File: config.mk
export PLATFORM = sky130hd
export DESIGN_NAME = sio_xcvr
export DESIGN_NICKNAME = d
export VERILOG_FILES = /design/src/rtl/sio_pkg.sv /design/src/rtl/sio_baud.sv /design/src/rtl/sio_sync_edge.sv /design/src/rtl/sio_xcvr.sv
export SDC_FILE = /design/constraint.sdc
export NUM_CORES = 1
export LEC_CHECK = 0
export ABC_AREA = 1
export BUFFER_PORTS_ARGS = -buffer_cell sky130_fd_sc_hd__buf_2
export CAP_MARGIN = 30
export CORE_ASPECT_RATIO = 0.7
export CORE_UTILIZATION = 52
export DETAILED_ROUTE_END_ITERATION = 8
export PLACE_DENSITY = 0.76
export SLEW_MARGIN = 20
export SYNTH_ARGS = -nofsm -noshare
export SYNTH_HDL_FRONTEND = slang
export SYNTH_HIERARCHICAL = 1
export SYNTH_SLANG_ARGS = --single-unit
File: constraint.sdc
create_clock -name clk -period 1.91 [get_ports clk]
set_input_delay 0.2865 -clock clk [delete_from_list [all_inputs] [get_ports clk]]
set_output_delay 0.2865 -clock clk [all_outputs]
set_load 0.005 [all_outputs]
File: src/rtl/sio_pkg.sv
package sio_pkg;

    typedef enum logic [1:0] {
        PRE_DIV1  = 2'd0,
        PRE_DIV8  = 2'd1,
        PRE_DIV32 = 2'd2
    } pre_sel_e;

    localparam int PRE_W = 5;

    // Last count of the prescaler for a given selection.
    function automatic logic [PRE_W-1:0] pre_last(input pre_sel_e s);
        case (s)
            PRE_DIV1: pre_last = PRE_W'(0);
            PRE_DIV8: pre_last = PRE_W'(7);
            default:  pre_last = PRE_W'(31);
        endcase
    endfunction

endpackage

File: src/rtl/sio_baud.sv
module sio_baud
    import sio_pkg::*;
#(
    parameter int DIV_W = 8
) (
    input  logic             clk,
    input  logic             rst_n,
    input  logic             run,
    input  pre_sel_e         pre_sel,
    input  logic [DIV_W-1:0] div,
    output logic             half_tick
);

    typedef struct packed {
        logic [PRE_W-1:0] pre_cnt;
        logic [DIV_W-1:0] div_cnt;
    } baud_t;

    baud_t q, d;
    logic  pre_wrap;

    assign pre_wrap  = (q.pre_cnt == pre_last(pre_sel));
    assign half_tick = run && pre_wrap && (q.div_cnt == div);

    always_comb begin
        d = q;
        if (!run) begin
            d.pre_cnt = '0;
            d.div_cnt = '0;
        end else if (pre_wrap) begin
            d.pre_cnt = '0;
            if (q.div_cnt == div) d.div_cnt = '0;
            else                  d.div_cnt = q.div_cnt + 1'b1;
        end else begin
            d.pre_cnt = q.pre_cnt + 1'b1;
        end
    end

    always_ff @(posedge clk or negedge rst_n) begin
        if (!rst_n) q <= '0;
        else        q <= d;
    end

endmodule

File: src/rtl/sio_sync_edge.sv
module sio_sync_edge #(
    parameter int STAGES = 2
) (
    input  logic clk,
    input  logic rst_n,
    input  logic async_in,
    output logic rise,
    output logic fall
);

    logic [STAGES:0] sh_q, sh_d;

    always_comb sh_d = {sh_q[STAGES-1:0], async_in};

    always_ff @(posedge clk or negedge rst_n) begin
        if (!rst_n) sh_q <= '1;
        else        sh_q <= sh_d;
    end

    assign rise = sh_q[STAGES-1] & ~sh_q[STAGES];
    assign fall = ~sh_q[STAGES-1] & sh_q[STAGES];

endmodule

File: src/rtl/sio_xcvr.sv
module sio_xcvr
    import sio_pkg::*;
#(
    parameter int WORD_W      = 8,
    parameter int DIV_W       = 8,
    parameter int SYNC_STAGES = 2
) (
    input  logic              clk,
    input  logic              rst_n,
    input  logic              tx_en,
    input  logic              rx_en,
    input  logic              ext_clk_sel,
    input  logic              clk_pol,
    input  logic              msb_first,
    input  logic              tx_irq_sel,
    input  logic              cont_rx,
    input  logic [1:0]        pre_sel,
    input  logic [DIV_W-1:0]  baud_div,
    input  logic              tx_wr,
    input  logic [WORD_W-1:0] tx_wdata,
    input  logic              rx_rd,
    input  logic              ovr_clr,
    output logic [WORD_W-1:0] rx_rdata,
    output logic              rx_valid,
    output logic              tx_empty,
    output logic              overrun,
    output logic              tx_irq,
    output logic              rx_irq,
    input  logic              sclk_in,
    output logic              sclk_out,
    output logic              sclk_oe,
    output logic              txd,
    input  logic              rxd
);

    localparam int                CNT_W    = $clog2(WORD_W + 1);
    localparam logic [CNT_W-1:0]  LAST_BIT = CNT_W'(WORD_W - 1);
    localparam logic [CNT_W-1:0]  OVR_BIT  = CNT_W'(WORD_W - 2);

    typedef struct packed {
        logic [WORD_W-1:0] tbuf;
        logic              tbuf_full;
        logic [WORD_W-1:0] rbuf;
        logic              rbuf_full;
        logic [WORD_W-1:0] tsr;
        logic [WORD_W-1:0] rsr;
        logic              busy;
        logic              rx_act;
        logic              phase;
        logic [CNT_W-1:0]  cnt;
        logic              txd;
        logic              ovr;
        logic              rearm;
        logic              tx_irq;
        logic              rx_irq;
    } st_t;

    st_t q, d;

    logic busy;
    logic half_tick, ext_rise, ext_fall;
    logic lead_src, trail_src, lead, trail, start;
    logic [WORD_W-1:0] rsr_nx;

    assign busy = q.busy;

    sio_baud #(.DIV_W(DIV_W)) u_baud (
        .clk       (clk),
        .rst_n     (rst_n),
        .run       (q.busy & ~ext_clk_sel),
        .pre_sel   (pre_sel_e'(pre_sel)),
        .div       (baud_div),
        .half_tick (half_tick)
    );

    sio_sync_edge #(.STAGES(SYNC_STAGES)) u_sync (
        .clk      (clk),
        .rst_n    (rst_n),
        .async_in (sclk_in),
        .rise     (ext_rise),
        .fall     (ext_fall)
    );

    // Leading edge leaves the idle level, trailing edge returns to it.
    assign lead_src  = ext_clk_sel ? (clk_pol ? ext_rise : ext_fall) : half_tick;
    assign trail_src = ext_clk_sel ? (clk_pol ? ext_fall : ext_rise) : half_tick;
    assign lead      = q.busy & ~q.phase & lead_src;
    assign trail     = q.busy &  q.phase & trail_src;

    assign start = ~q.busy & tx_en &
                   (q.tbuf_full | (q.rearm & rx_en & cont_rx));

    assign rsr_nx = msb_first ? {q.rsr[WORD_W-2:0], rxd}
                              : {rxd, q.rsr[WORD_W-1:1]};

    always_comb begin
        d        = q;
        d.tx_irq = 1'b0;
        d.rx_irq = 1'b0;

        if (start) begin
            d.busy   = 1'b1;
            d.phase  = 1'b0;
            d.cnt    = '0;
            d.rx_act = rx_en;
            d.rearm  = 1'b0;
            if (q.tbuf_full) begin
                d.tsr       = q.tbuf;
                d.tbuf_full = 1'b0;
                if (!tx_irq_sel) d.tx_irq = 1'b1;
            end else begin
                d.tsr = '1;
            end
        end

        if (rx_rd) begin
            d.rbuf_full = 1'b0;
            if (cont_rx && rx_en) d.rearm = 1'b1;
        end

        if (ovr_clr || !rx_en)  d.ovr   = 1'b0;
        if (!rx_en || !cont_rx) d.rearm = 1'b0;

        if (lead) begin
            d.phase = 1'b1;
            d.txd   = msb_first ? q.tsr[WORD_W-1] : q.tsr[0];
            d.tsr   = msb_first ? (q.tsr << 1) : (q.tsr >> 1);
        end

        if (trail) begin
            d.phase = 1'b0;
            d.cnt   = q.cnt + 1'b1;
            if (q.rx_act) d.rsr = rsr_nx;
            if (q.rx_act && q.cnt == OVR_BIT && q.rbuf_full && !rx_rd)
                d.ovr = 1'b1;
            if (q.cnt == LAST_BIT) begin
                d.busy = 1'b0;
                if (tx_irq_sel) d.tx_irq = 1'b1;
                if (q.rx_act) begin
                    d.rbuf      = rsr_nx;
                    d.rbuf_full = 1'b1;
                    if (!d.ovr) d.rx_irq = 1'b1;
                end
            end
        end

        if (tx_wr) begin
            d.tbuf      = tx_wdata;
            d.tbuf_full = 1'b1;
        end
    end

    always_ff @(posedge clk or negedge rst_n) begin
        if (!rst_n) begin
            q     <= '0;
            q.txd <= 1'b1;
        end else begin
            q <= d;
        end
    end

    assign rx_rdata = q.rbuf;
    assign rx_valid = q.rbuf_full & ~q.ovr;
    assign tx_empty = ~q.tbuf_full;
    assign overrun  = q.ovr;
    assign tx_irq   = q.tx_irq;
    assign rx_irq   = q.rx_irq;
    assign txd      = q.txd;
    assign sclk_oe  = ~ext_clk_sel;
    assign sclk_out = ext_clk_sel ? ~clk_pol : (~clk_pol ^ q.phase);

endmodule

* After elaboration in Yosys (flattened, before gate mapping)
Index checks and enable logic that the tools add are counted.
** Storage, ports and cells
- Register bits after elaboration :: 62
- Latch bits :: 0
- RAM bits :: 0
- Bits in read-only memories :: 0
- Input bits :: 32
- Output and inout port bits :: 16
- Logic and storage cells :: 109
- Memories kept :: 0
** Cells by class
- Add/sub/neg operators :: 3
- Multipliers :: 0
- Divide/modulo/power cells :: 0
- Order comparisons :: 0
- Equal/unequal tests :: 6
- Shift operators :: 0
- Mux-type cells :: 42
- Bitwise gates (word level) :: 22
- Reduce and logical (&&, ||, !) cells :: 18
** Operators with widths (number)
- $mux W8 :: 7
- $mux W1 :: 27
- $mux W13 :: 1
- $and A1 B1 Y1 :: 12
- $mux W5 :: 2
- $pmux W5 S2 :: 1
- $add A8 B1 Y8 const B :: 1
- $eq A4 B3 Y1 const B :: 2
- $eq A8 B8 Y1 :: 1
- $not A1 Y1 :: 8
- $mux W7 :: 1
- $logic_and A1 B1 Y1 :: 6
- $mux W2 :: 3
- $reduce_bool A2 Y1 :: 3
- $add A5 B1 Y5 const B :: 1
- $eq A5 B5 Y1 :: 1
- $add A4 B1 Y4 const B :: 1
- $logic_not A1 Y1 :: 3
- $reduce_and A3 Y1 :: 1
- $reduce_bool A3 Y1 :: 1
- $eq A2 B1 Y1 const B :: 1
- $logic_not A2 Y1 :: 1
- $logic_or A1 B1 Y1 :: 2
- $ne A2 B2 Y1 const B :: 1
- other kinds (3) :: 3

* Depth between registers and ports, before layout
Gate-level depths: netlist of run 1.
- Depth in word-level cells :: 12
- Depth in mapped cells :: 15
- Depth with buffers taken out :: 14

* Modules after synthesis
Netlist of run 1, hierarchy kept.
** Modules (own cells, without submodules)
- sio_xcvr :: times used 1, cells each 271, area each 2371.0 um^2
- sio_baud :: times used 1, cells each 129, area each 924.6 um^2
- sio_sync_edge :: times used 1, cells each 7, area each 93.8 um^2

* Worst setup path before layout of run 1
Ideal clock, no wire load.
- Kind :: register -> register
- Start point :: register u_baud/q[8] (netlist bit)
- End point :: register q[24] (netlist bit)
- Arrival :: 1.704 ns
- Required time :: 1.781 ns
- Setup slack :: 0.077 ns
- Cell stages (with the launch flop) :: 12
- Path buffers :: 1
- Period minus slack after synthesis :: 1.833 ns
- Path through :: dfrtp_1 -> nor2_1 -> nand4_2 -> a21oi_4 -> inv_1 -> nor2_1 -> nand2_4 -> nand2_2 -> nand2_1 -> buf_6 -> nand3_1 -> nand3_1
** Between the ends
- Cells in the longest elaborated chain, start to end :: 6
** Ends and longest elaborated chain
- start, declared :: RTL line sio_baud.sv:19 : baud_t q, d;
- start signal, assigned :: RTL line sio_baud.sv:40 : if (!rst_n) q <= '0;
- start signal, assigned :: RTL line sio_baud.sv:41 : else q <= d;
- $eq A5 B5 Y1 * :: RTL line sio_baud.sv:22 : assign pre_wrap = (q.pre_cnt == pre_last(pre_sel));
- $logic_and A1 B1 Y1 * (2 in series) :: RTL line sio_baud.sv:23 : assign half_tick = run && pre_wrap && (q.div_cnt == div);
- net half_tick :: RTL line sio_xcvr.sv:61 : logic half_tick, ext_rise, ext_fall;
- $mux W1 * :: RTL line sio_xcvr.sv:85 : assign lead_src = ext_clk_sel ? (clk_pol ? ext_rise : ext_fall) : half_tick;
- $and A1 B1 Y1 * :: RTL line sio_xcvr.sv:87 : assign lead = q.busy & ~q.phase & lead_src;
- $mux W8 or $reduce_bool A2 Y1 (tied branches)
- end, declared :: RTL line sio_xcvr.sv:58 : st_t q, d;
Mark *: on every way through the listed nets, which the timed path passes. The rest lies on a longest branch.
A chain may end at the register's enable or synchronous reset.

* Worst setup path after layout of run 1
- Start point :: register u_baud/q[11] (netlist bit)
- End point :: register q[14] (netlist bit)
** Between the ends
- Cells in the longest elaborated chain, start to end :: 6
** Ends and longest elaborated chain
- $eq A5 B5 Y1 :: RTL line sio_baud.sv:22
- $logic_and A1 B1 Y1 (2 in series) :: RTL line sio_baud.sv:23
- net half_tick :: RTL line sio_xcvr.sv:61
- $mux W1 :: RTL line sio_xcvr.sv:86 : assign trail_src = ext_clk_sel ? (clk_pol ? ext_fall : ext_rise) : half_tick;
- $and A1 B1 Y1 :: RTL line sio_xcvr.sv:88 : assign trail = q.busy & q.phase & trail_src;
- $reduce_and A2 Y1 (no line)
The timed path passes the listed nets, and every way through them passes these cells.

==> results of run 1 <==
[layout make-up]
cell class                 instances  area share (%)
clock inverter                     6          0.9455
tap                               78           2.458
inverter                          55           5.263
timing repair buffer              65           10.02
clock buffer                      10           3.467
multi-input combinational        272           38.61
sequential                        62           39.24
[routing by layer]
| layer | share of wire (%) | up-vias |
|---|---|---|
| met4 | 0.99 | 0 |
| met5 | 0 | - |
| met1 | 48 | 1292 |
| met2 | 45 | 74 |
| met3 | 6.0 | 6 |
| li1 | - | 1414 |
[where the power goes]
group          total [mW]  internal (mW)  switching, mW
Sequential           1.79           1.59          0.206
Clock                1.02          0.498          0.519
Combinational       0.965          0.371          0.594
[how the worst max path moves through the flow]
| stage | startpoint | to | slack (ns) | depth (start not counted) |
|---|---|---|---|---|
| 6_report | u_baud/q[11] | q[14] | 0.12 | 12 |
| 5_1_grt | u_baud/q[11] | q[12] | -0.04 | 13 |
| 4_1_cts | u_baud/q[10] | rx_rdata[1] | 0.003 | 10 |
| 3_5_place_dp | u_baud/q[10] | q[25] | -0.0003 | 10 |
| 3_3_place_gp | u_baud/q[5] | q[21] | 0.07 | 12 |
| 2_1_floorplan | u_baud/q[8] | q[24] | 0.08 | 11 |
[layout by cell type, fill, tap and decap left out, drive strengths merged]
cell type,Yosys,layout
dfstp,4,4
nand2,110,110
nor3,1,1
mux2,6,6
dlygate4sd3,0,1
nor2,28,29
and3,1,1
nand3,44,44
inv,55,55
nor2b,1,1
ha,4,4
a21oi,4,4
dfrtp,58,58
o21ai,43,43
buf,16,64
clkinvlp,0,3
clkinv,0,3
xor2,7,7
xnor2,6,6
o21bai,1,1
nand4,15,15
clkbuf,3,10
[what timing repair did]
item                                   CTS  global route
resized for setup                        1             9
hold buffers                             1             0
endpoints found under the hold margin   58             0
pin swaps                                2             8
setup buffers                            0             4
gates cloned                             1             0
setup endpoints to repair                9            31
[worst max-delay path, delay by kind of cell, from the launching register on]
| kind | cells | cell delay, ns |
|---|---|---|
| buffers and inverters | 1 | 0.06 |
| DFF | 1 | 0.42 |
| and+or+nand+nor | 9 | 0.95 |
| AOI/OAI and AO/OA | 2 | 0.24 |
[flip-flops by register name, indices dropped and copies added, names as in the netlist]
| register | count |
|---|---|
| busy | 1 |
| overrun | 1 |
| q | 33 |
| rx_irq | 1 |
| rx_rdata | 8 |
| tx_irq | 1 |
| txd | 1 |
| u_baud/q | 13 |
| u_sync/sh_q | 3 |
[metrics by stage]
stage          setup slack (ns)  power [mW]  utilization [%]  hold WS [ns]  cells
2_1_floorplan           0.07690       2.442                -     -0.009091    407
3_3_place_gp            0.06954       2.688            59.39        0.3181    526
3_5_place_dp         -0.0002938       2.733            59.39        0.3188    526
4_1_cts                0.002624       3.771            62.58       0.03459    544
5_1_grt                -0.03908       4.035            63.56       0.02414    548
6_report                 0.1162       3.776            63.56       0.04986    548
[kinds of logic (layout without fill, tap and decap cells)]
kind of cell	Yosys count	after routing	share of synthesized area, %
AO/OA/AOI/OAI	48	48	8.380
XOR/XNOR	13	13	3.359
adder cells (fa/ha/maj)	4	4	1.477
buffers and inverters	74	136	10.15
flip-flops	62	62	45.92
multiplexers	6	6	1.993
AND/OR/NAND/NOR	200	201	28.72
==> flow_summary.ini, run 1 <==
[status]
outcome = finished, violations left
failed_checks = design-rule violations

[clock_tree]
cts_tree = done
cts_htree_levels = 3
root_buffer = clkbuf_8
cts_buffer_depth = 2
clk_pin_slew_ns = 0.07
cts.sinks = 62
clk-insertion-delay-late_ns = 0.34
cts_buffers = 9

[critical_path]
cp-start-kind = flip-flop
critPathSlowestCell = dfrtp_1
critPathCaptureType = flip-flop
r2r_start = u_baud/q[11]
required_ns = 2.13
r2r_cells = 12
arrival_ns = 2.01
cp_cell_sequence = nor2_1 -> nand2_1 -> nand2_2 -> nand2_4 -> a21oi_4 -> inv_2 -> nor2_4 -> nand2_4 -> nand2_4 -> nand2_8 -> nor2_4 -> o21ai_2
critPathKind = reg2reg
path_max_fanout = 9
slowest_delay_ns = 0.42
reg2reg_slack_ns = 0.12
cpMostUsedCell = nand2_4
reg2reg_to = q[14]

[pwr]
p_leak_nw = 2.063
peakVddDrop_v = 0.0006750
p_per_area_nw_per_um2 = 951.2

[sta]
finalSetupTns_ns = 0
final-setup-viol-count = 0
min_period_over_period_pct = 93.92
worst_slew_pin_slew_ns = 0.4909
timing.final.max_slew_violations = 0
rsz0062_at_grt = yes
period_needed_ns = 1.794
slew_headroom_pct = 66.92
max_freq_mhz = 557.5
clock_skew_ns = 0.007445
hold_viol = 0

[floorplanning]
fp.dieH_um = 69.55
coreArea_sq_um = 6246
ios = 48
fp-row-count = 24
die_w_um = 98.50
dieArea_sq_um = 6850
initial_utilization_pct = 54.27

[detailed_routing]
drt_iter0_markers = 190
vias_per_cell = 5.084
drc = 1
ant_nets = 0
dr.pass1.iters = 6
wire_per_inst_um = 12.90
vias = 2786
wl_um = 7069

[logic_synthesis]
synth_nets = 443
yosys_warnings = 6
synth_edf_count = 0
synth_top_area_share_pct = 42.82
seq_area_frac_synth_pct = 45.92
synthCells = 407
syn-cell-area_sq_um = 3390
yosys-top-cells-area = dfrtp_1, nand2_1, nand3_1
synth_seq_cells = 62
synth_flop_cell = dfrtp_1
syn_avg_cell_area_sq_um = 8.328
synthTopCellsByCount = nand2_1, dfrtp_1, inv_1
postSynth.asyncResetShare_pct = 100.0
synth_top_area_cell = dfrtp_1
yosysUniqueCellTypes = 35
yosysMostFrequentCell = nand2_1

[place]
gp_congestion = 0.7861
placed_area_sq_um = 3710
post-dp-hpwl_um = 4970
io_buffers = 47

[global_route]
grt.overflow.total = 0
grt_max_degree = 63
antenna_found_initial = 0
grt_pass1_wl_um = 12230
grt_use_met3_pct = 6.653
grt_usage_pct = 23.03
busiest_layer = met2
met1_usage_pct = 33.16
grt_pass1_vias = 2627
use_met2_pct = 34.04

[worst_hold_path]
min_path_type = in2reg
min_path_cells = 1
min_to = u_sync/sh_q[0]
hold_start = sclk_in

[final_layout]
nNetsFinal = 501
multiInputGateArea_sq_um = 1533
fillers = 534
regArea_sq_um = 1558
diodes = 0
area_growth_pct = 17.13
stdcell_area_sq_um = 3970
drive_gt1_share_pct = 29.57

[job]
drv_cap = 0
Power figures use the tool's default switching activity.
==> run 2: changes to the inputs <==
--- a/config.mk
+++ b/config.mk
@@ -9,11 +9,10 @@
 export BUFFER_PORTS_ARGS = -buffer_cell sky130_fd_sc_hd__buf_2
 export CAP_MARGIN = 30
 export CORE_ASPECT_RATIO = 0.7
-export CORE_UTILIZATION = 52
+export CORE_UTILIZATION = 51
 export DETAILED_ROUTE_END_ITERATION = 8
-export PLACE_DENSITY = 0.76
+export PLACE_DENSITY = 0.75
 export SLEW_MARGIN = 20
 export SYNTH_ARGS = -nofsm -noshare
 export SYNTH_HDL_FRONTEND = slang
-export SYNTH_HIERARCHICAL = 1
 export SYNTH_SLANG_ARGS = --single-unit
==> flow_summary.ini, run 2 <==
[final_layout]
top_register = q
area_growth_pct = 15.30
drive_gt1_share_pct = 20.18
largest_reg_flops = 33
final_util_pct = 63.32
regArea_sq_um = 1558
multiInputGateArea_sq_um = 1396
nNetsFinal = 487
diodes = 0
final_cell_mix = nand2_1, dfrtp_1, buf_2
layout_commonest_cell = nand2_1
final_cell_count_no_fill = 531
fillers = 502

[sta]
final-setup-viol-count = 0
clock_skew_ns = 0.009031
min_period_over_period_pct = 89.58
fin_ws_ns = 0.1991
hold_viol = 0
period_needed_ns = 1.711
slew_headroom_pct = 69.31
timing.final.max_slew_violations = 0
max_freq_mhz = 584.5
worst_slew_pin_slew_ns = 0.4592
finalSetupTns_ns = 0

[logic_synthesis]
yosys-top-cells-area = dfrtp_1, nand2_1, nand3_1
syn-cell-area_sq_um = 3256
synth_edf_count = 0
seq_area_frac_synth_pct = 47.81
synth_flop_cell = dfrtp_1
yosysMostFrequentCell = nand2_1
synth_top_area_cell = dfrtp_1
syn_avg_cell_area_sq_um = 8.039
synthCells = 405
yosysUniqueCellTypes = 32
synth_nets = 441
synthTopCellsByCount = nand2_1, dfrtp_1, inv_1, nand3_1, o21ai_0
synth_top_area_share_pct = 44.58
postSynth.asyncResetShare_pct = 100.0
synth_seq_cells = 62
yosys_warnings = 0

[global_route]
grt_max_degree = 52
grt_pass1_wl_um = 11670
grt_usage_pct = 22.58
antenna_found_initial = 0
grt_pass1_vias = 2619
grt.overflow.total = 0

[floorplanning]
initial_utilization_pct = 54.92
ios = 48
dieArea_sq_um = 6712
coreArea_sq_um = 5928
die_w_um = 97.50
fp-row-count = 23
fp.dieH_um = 68.85

[detailed_routing]
wire_per_inst_um = 12.68
dr.pass1.iters = 4
ant_nets = 0
vias = 2740
drt_iter0_markers = 162
drc = 0
wl_um = 6731
vias_per_cell = 5.160

[critical_path]
critPathCaptureType = flip-flop
critPathSlowestCell = dfrtp_1
cpMostUsedCell = nand2_1
path_max_fanout = 8
critPathKind = reg2reg
slowest_delay_ns = 0.42
required_ns = 2.19
cp_cell_sequence = inv_2 -> nand2_1 -> nand2_1 -> nor2_1 -> nand2_1 -> nor2_2 -> nand2_2 -> nand2_8 -> nand2_4 -> nor2_4 -> nand2_1 -> o21ai_2
cp-start-kind = flip-flop
arrival_ns = 1.99

[clock_tree]
cts_tree = done
cts_buffer_depth = 2
clk_pin_slew_ns = 0.07
cts_htree_levels = 3
root_buffer = clkbuf_8
clk-insertion-delay-late_ns = 0.34
cts.sinks = 62
cts_buffers = 9

[place]
io_buffers = 47
gp_congestion = 0.9069
post-dp-hpwl_um = 4825
placedCellCount = 511
place_ws_ns = 0.1725

[pwr]
peakVddDrop_v = 0.0004884
p_leak_nw = 1.964
p_per_area_nw_per_um2 = 1132

[worst_hold_path]
min_path_type = in2reg

[status]
outcome = completed

[job]
drv_cap = 0
## run 2: changes by cell type after synthesis, sizes merged, moves of 3 or more
cell	change
clkbuf	+3
inv	-9
mux2	-6
nand2	+13
nand3	+3
nand4	-3
nor3	+3
o21ai	-5
o22ai	+6
xnor2	-4
## run 2: cell type report
type	count	area share, %
Clock buffer	12	3.867
Clock inverter	4	1.867
Inverter	48	4.800
Multi-Input combinational cell	275	37.20
Sequential cell	62	41.50
Tap cell	75	2.500
Timing Repair Buffer	55	8.267
## run 2: final timing paths
kind | startpoint | to | slack [ns] | cells after the start
worst max-delay path | u_baud.q[3] | q[17] | 0.20 | 12
worst min-delay path | sclk_in | u_sync.sh_q[0] | 0.05 | 1
worst max register to register | u_baud.q[3] | q[17] | 0.20 | 12
worst min register to register | u_sync.sh_q[0] | u_sync.sh_q[1] | 0.36 | 0
max in group asynchronous | rst_n | u_sync.sh_q[2] | 0.95 | 3
min in group asynchronous | rst_n | q[22] | 0.36 | 2
## run 2: worst max-delay path: cells and delay by family, from the launching register on
family,cells,cell delay [ns]
AOI/OAI and AO/OA,1,0.07
and+or+nand+nor,10,1.09
DFF,1,0.42
buffers and inverters,1,0.07
## run 2: logic make-up after synthesis
group	share of synthesized area [%]
AND/OR/NAND/NOR	30.02
XOR/XNOR	2.421
buffers and inverters	9.915
multiplexers	0.3075
flip-flops	47.81
AO/OA/AOI/OAI	7.994
adder cells (fa/ha/maj)	1.537
## run 2: routing by layer
metal | wire [um] | track usage (%) | up-vias
li1 | - | - | 1390
met1 | 3255 | 29.79 | 1264
met2 | 2970 | 36.54 | 79
met3 | 455 | 7.258 | 7
met4 | 48 | 6.066 | 0
met5 | 0 | 0 | -
## run 2: stage by stage
stage                     power, mW  area, sq um  hold slack (ns)
after CTS                     4.248         3717          0.03818
after global placement        2.937         3492           0.1898
after floorplan               2.676         3256        -0.009091
after global routing          4.551         3754          0.02702
final                         4.250         3754          0.04690
after detailed placement      2.969         3492           0.1929
## run 2: what timing repair did
action,CTS,global route
endpoints found under the hold margin,10,0
hold buffers,1,0
setup endpoints to repair,0,7
buffers inserted,0,2
resized for setup,0,2
## run 2: report_power, final
group          total, mW  switching, mW  internal, mW
sequential          1.82          0.197          1.63
clock               1.27          0.505         0.767
combinational       1.15          0.738         0.417
==> run 3: changes to the inputs <==
--- a/config.mk
+++ b/config.mk
@@ -5,13 +5,12 @@
 export SDC_FILE = /design/constraint.sdc
 export NUM_CORES = 1
 export LEC_CHECK = 0
-export ABC_AREA = 1
 export BUFFER_PORTS_ARGS = -buffer_cell sky130_fd_sc_hd__buf_2
 export CAP_MARGIN = 30
 export CORE_ASPECT_RATIO = 0.7
 export CORE_UTILIZATION = 51
 export DETAILED_ROUTE_END_ITERATION = 8
-export PLACE_DENSITY = 0.75
+export PLACE_DENSITY = 0.76
 export SLEW_MARGIN = 20
 export SYNTH_ARGS = -nofsm -noshare
 export SYNTH_HDL_FRONTEND = slang
==> flow_summary.ini, run 3 <==
[global_route]
grt_max_degree = 63
grt.overflow.total = 0
grt_pass1_wl_um = 11340
grt_pass1_vias = 2362
antenna_found_initial = 0
grt_usage_pct = 23.96

[clock_tree]
clk-insertion-delay-late_ns = 0.34
cts_tree = done
cts_htree_levels = 3
root_buffer = clkbuf_8
cts_buffer_depth = 2
clk_pin_slew_ns = 0.07
cts.sinks = 62
cts_buffers = 9

[final_layout]
stdcell_area_sq_um = 4195
top_register = q
diodes = 0
layout_commonest_cell = dfrtp_1
fillers = 377
drive_gt1_share_pct = 45.50
nNetsFinal = 398
area_growth_pct = 35.20
final_cell_mix = dfrtp_1, buf_2, buf_4
largest_reg_flops = 33

[place]
gp_congestion = 0.8256
place_ws_ns = -0.3012
io_buffers = 47
post-dp-hpwl_um = 4682
placed_area_sq_um = 3642

[job]
drv_cap = 0

[sta]
clock_skew_ns = 0.007715
timing.final.max_slew_violations = 0
min_period_over_period_pct = 114.5
rsz0062_at_grt = yes
slew_headroom_pct = 64.61
fin_ws_ns = -0.2779
final-setup-viol-count = 43
worst_slew_pin_slew_ns = 0.5253
max_freq_mhz = 457.1
hold_viol = 0
period_needed_ns = 2.188

[detailed_routing]
wire_per_inst_um = 16.41
vias_per_cell = 5.507
drc = 0
dr.pass1.iters = 4
wl_um = 7252
drt_iter0_markers = 122
ant_nets = 0
vias = 2434

[critical_path]
reg2reg_slack_ns = -0.28
path_max_fanout = 5
cp-start-kind = flip-flop
critPathCaptureType = flip-flop
required_ns = 2.14
r2r_cells = 6
r2r_start = u_baud.q[3]
reg2reg_to = rx_rdata[6]
arrival_ns = 2.42
cp-startpoint = u_baud.q[3]
critPathKind = reg2reg

[logic_synthesis]
yosys-top-cells-area = dfrtp_1, mux2_2, mux2_4
synth_nets = 313
postSynth.asyncResetShare_pct = 100.0
yosysUniqueCellTypes = 45
seq_area_frac_synth_pct = 50.16
yosysMostFrequentCell = dfrtp_1
synth_top_area_share_pct = 46.77
yosys_warnings = 0
synthCells = 277
synth_top_area_cell = dfrtp_1
syn_avg_cell_area_sq_um = 11.20
syn-cell-area_sq_um = 3103
synth_flop_cell = dfrtp_1
synth_seq_cells = 62
synthTopCellsByCount = dfrtp_1, mux2_2, inv_1, nor2_1
synth_edf_count = 0

[pwr]
p_per_area_nw_per_um2 = 1119
peakVddDrop_v = 0.0004995
p_leak_nw = 2.038

[status]
failed_checks = negative setup slack
outcome = finished, violations left

[floorplanning]
coreArea_sq_um = 5784
fp-row-count = 23
fp.dieH_um = 67.26
dieArea_sq_um = 6405
ios = 48
die_w_um = 95.23
initial_utilization_pct = 53.64

[worst_hold_path]
min_to = u_sync.sh_q[0]
min_path_type = in2reg
hold_start = sclk_in
min_path_cells = 1
-- run 3: cell count changes after synthesis, moves of 7 or more --
cell,delta
xnor2_1,+9
nand2_1,-105
o21ai_0,-21
nand3_1,-40
nand4_1,-8
mux2_2,+27
a221o_1,+10
inv_1,-28
and3_1,+8
a21oi_1,+10
nor2_1,-7
mux2_4,+8
-- run 3: repair_timing --
| item | 4_1_cts | 5_1_grt |
|---|---|---|
| hold buffers | 1 | 0 |
| hold endpoints to repair | 58 | 0 |
| gates resized for setup | 28 | 17 |
| pin swaps | 14 | 5 |
| buffers inserted | 4 | 2 |
| setup endpoints to repair | 43 | 44 |
| gates cloned | 1 | 1 |
-- run 3: area by class of cell --
| type | instances | area [sq um] | share of cell area [%] |
|---|---|---|---|
| Multi-Input combinational cell | 183 | 1588 | 37.85 |
| Sequential cell | 62 | 1556 | 37.10 |
| Timing Repair Buffer | 90 | 651.9 | 15.54 |
| Clock buffer | 9 | 123.9 | 2.953 |
| Clock inverter | 7 | 121.4 | 2.893 |
| Tap cell | 75 | 93.84 | 2.237 |
| Inverter | 16 | 60.06 | 1.432 |
-- run 3: worst max-delay path, cell delays in order (launching register included) --
cell,delay [ns]
dfrtp_1,0.40
xnor2_1,0.19
nand4_1,0.19
o41a_1,0.48
or3_4,0.37
buf_6,0.15
mux2_4,0.29
-- run 3: report_power, final --
part	switching [mW]	internal, mW
combinational	0.602	0.788
sequential	0.261	1.62
clock	0.545	0.873
-- run 3: worst max-delay path by stage --
stage                       end  slack [ns]  depth (start not counted)
detailed placement        q[17]       -0.30                          8
finish              rx_rdata[6]       -0.28                          6
CTS                       q[20]       -0.22                          7
global route              q[23]       -0.40                          7
floorplan           rx_rdata[0]       -0.22                          6
global placement          q[18]       -0.26                          8
-- run 3: per-stage QoR --
step                      util (%)  instances  hold slack (ns)  power (mW)  TNS [ns]
final                        72.53        442          0.03582       4.694    -8.305
after global routing         72.53        442          0.01580       4.946    -12.11
after CTS                    70.63        439          0.02018       4.621    -5.707
after detailed placement     62.97        417           0.3280       3.110    -7.591
after global placement       62.97        417           0.3249       3.045    -6.190
after floorplan                  -        277        -0.009091       2.656    -3.265
-- run 3: logic make-up (layout without fill, tap and decap cells) --
logic type,count (synthesis),after routing,synth area share [%]
xor gates and xnor gates,13,13,3.669
muxes,35,35,13.67
adders and majority gates,4,4,1.613
AOI/OAI and AO/OA,62,62,14.19
buffers and inverters,32,122,5.081
DFF,62,62,50.16
and+or+nand+nor,69,69,11.61
-- run 3: metal layers --
metal	GRT usage, %	up-vias	wire length, um
met5	0	-	0
met4	8.333	0	65
met3	6.869	7	309
met2	35.18	55	3301
met1	33.86	1199	3575
li1	-	1173	-
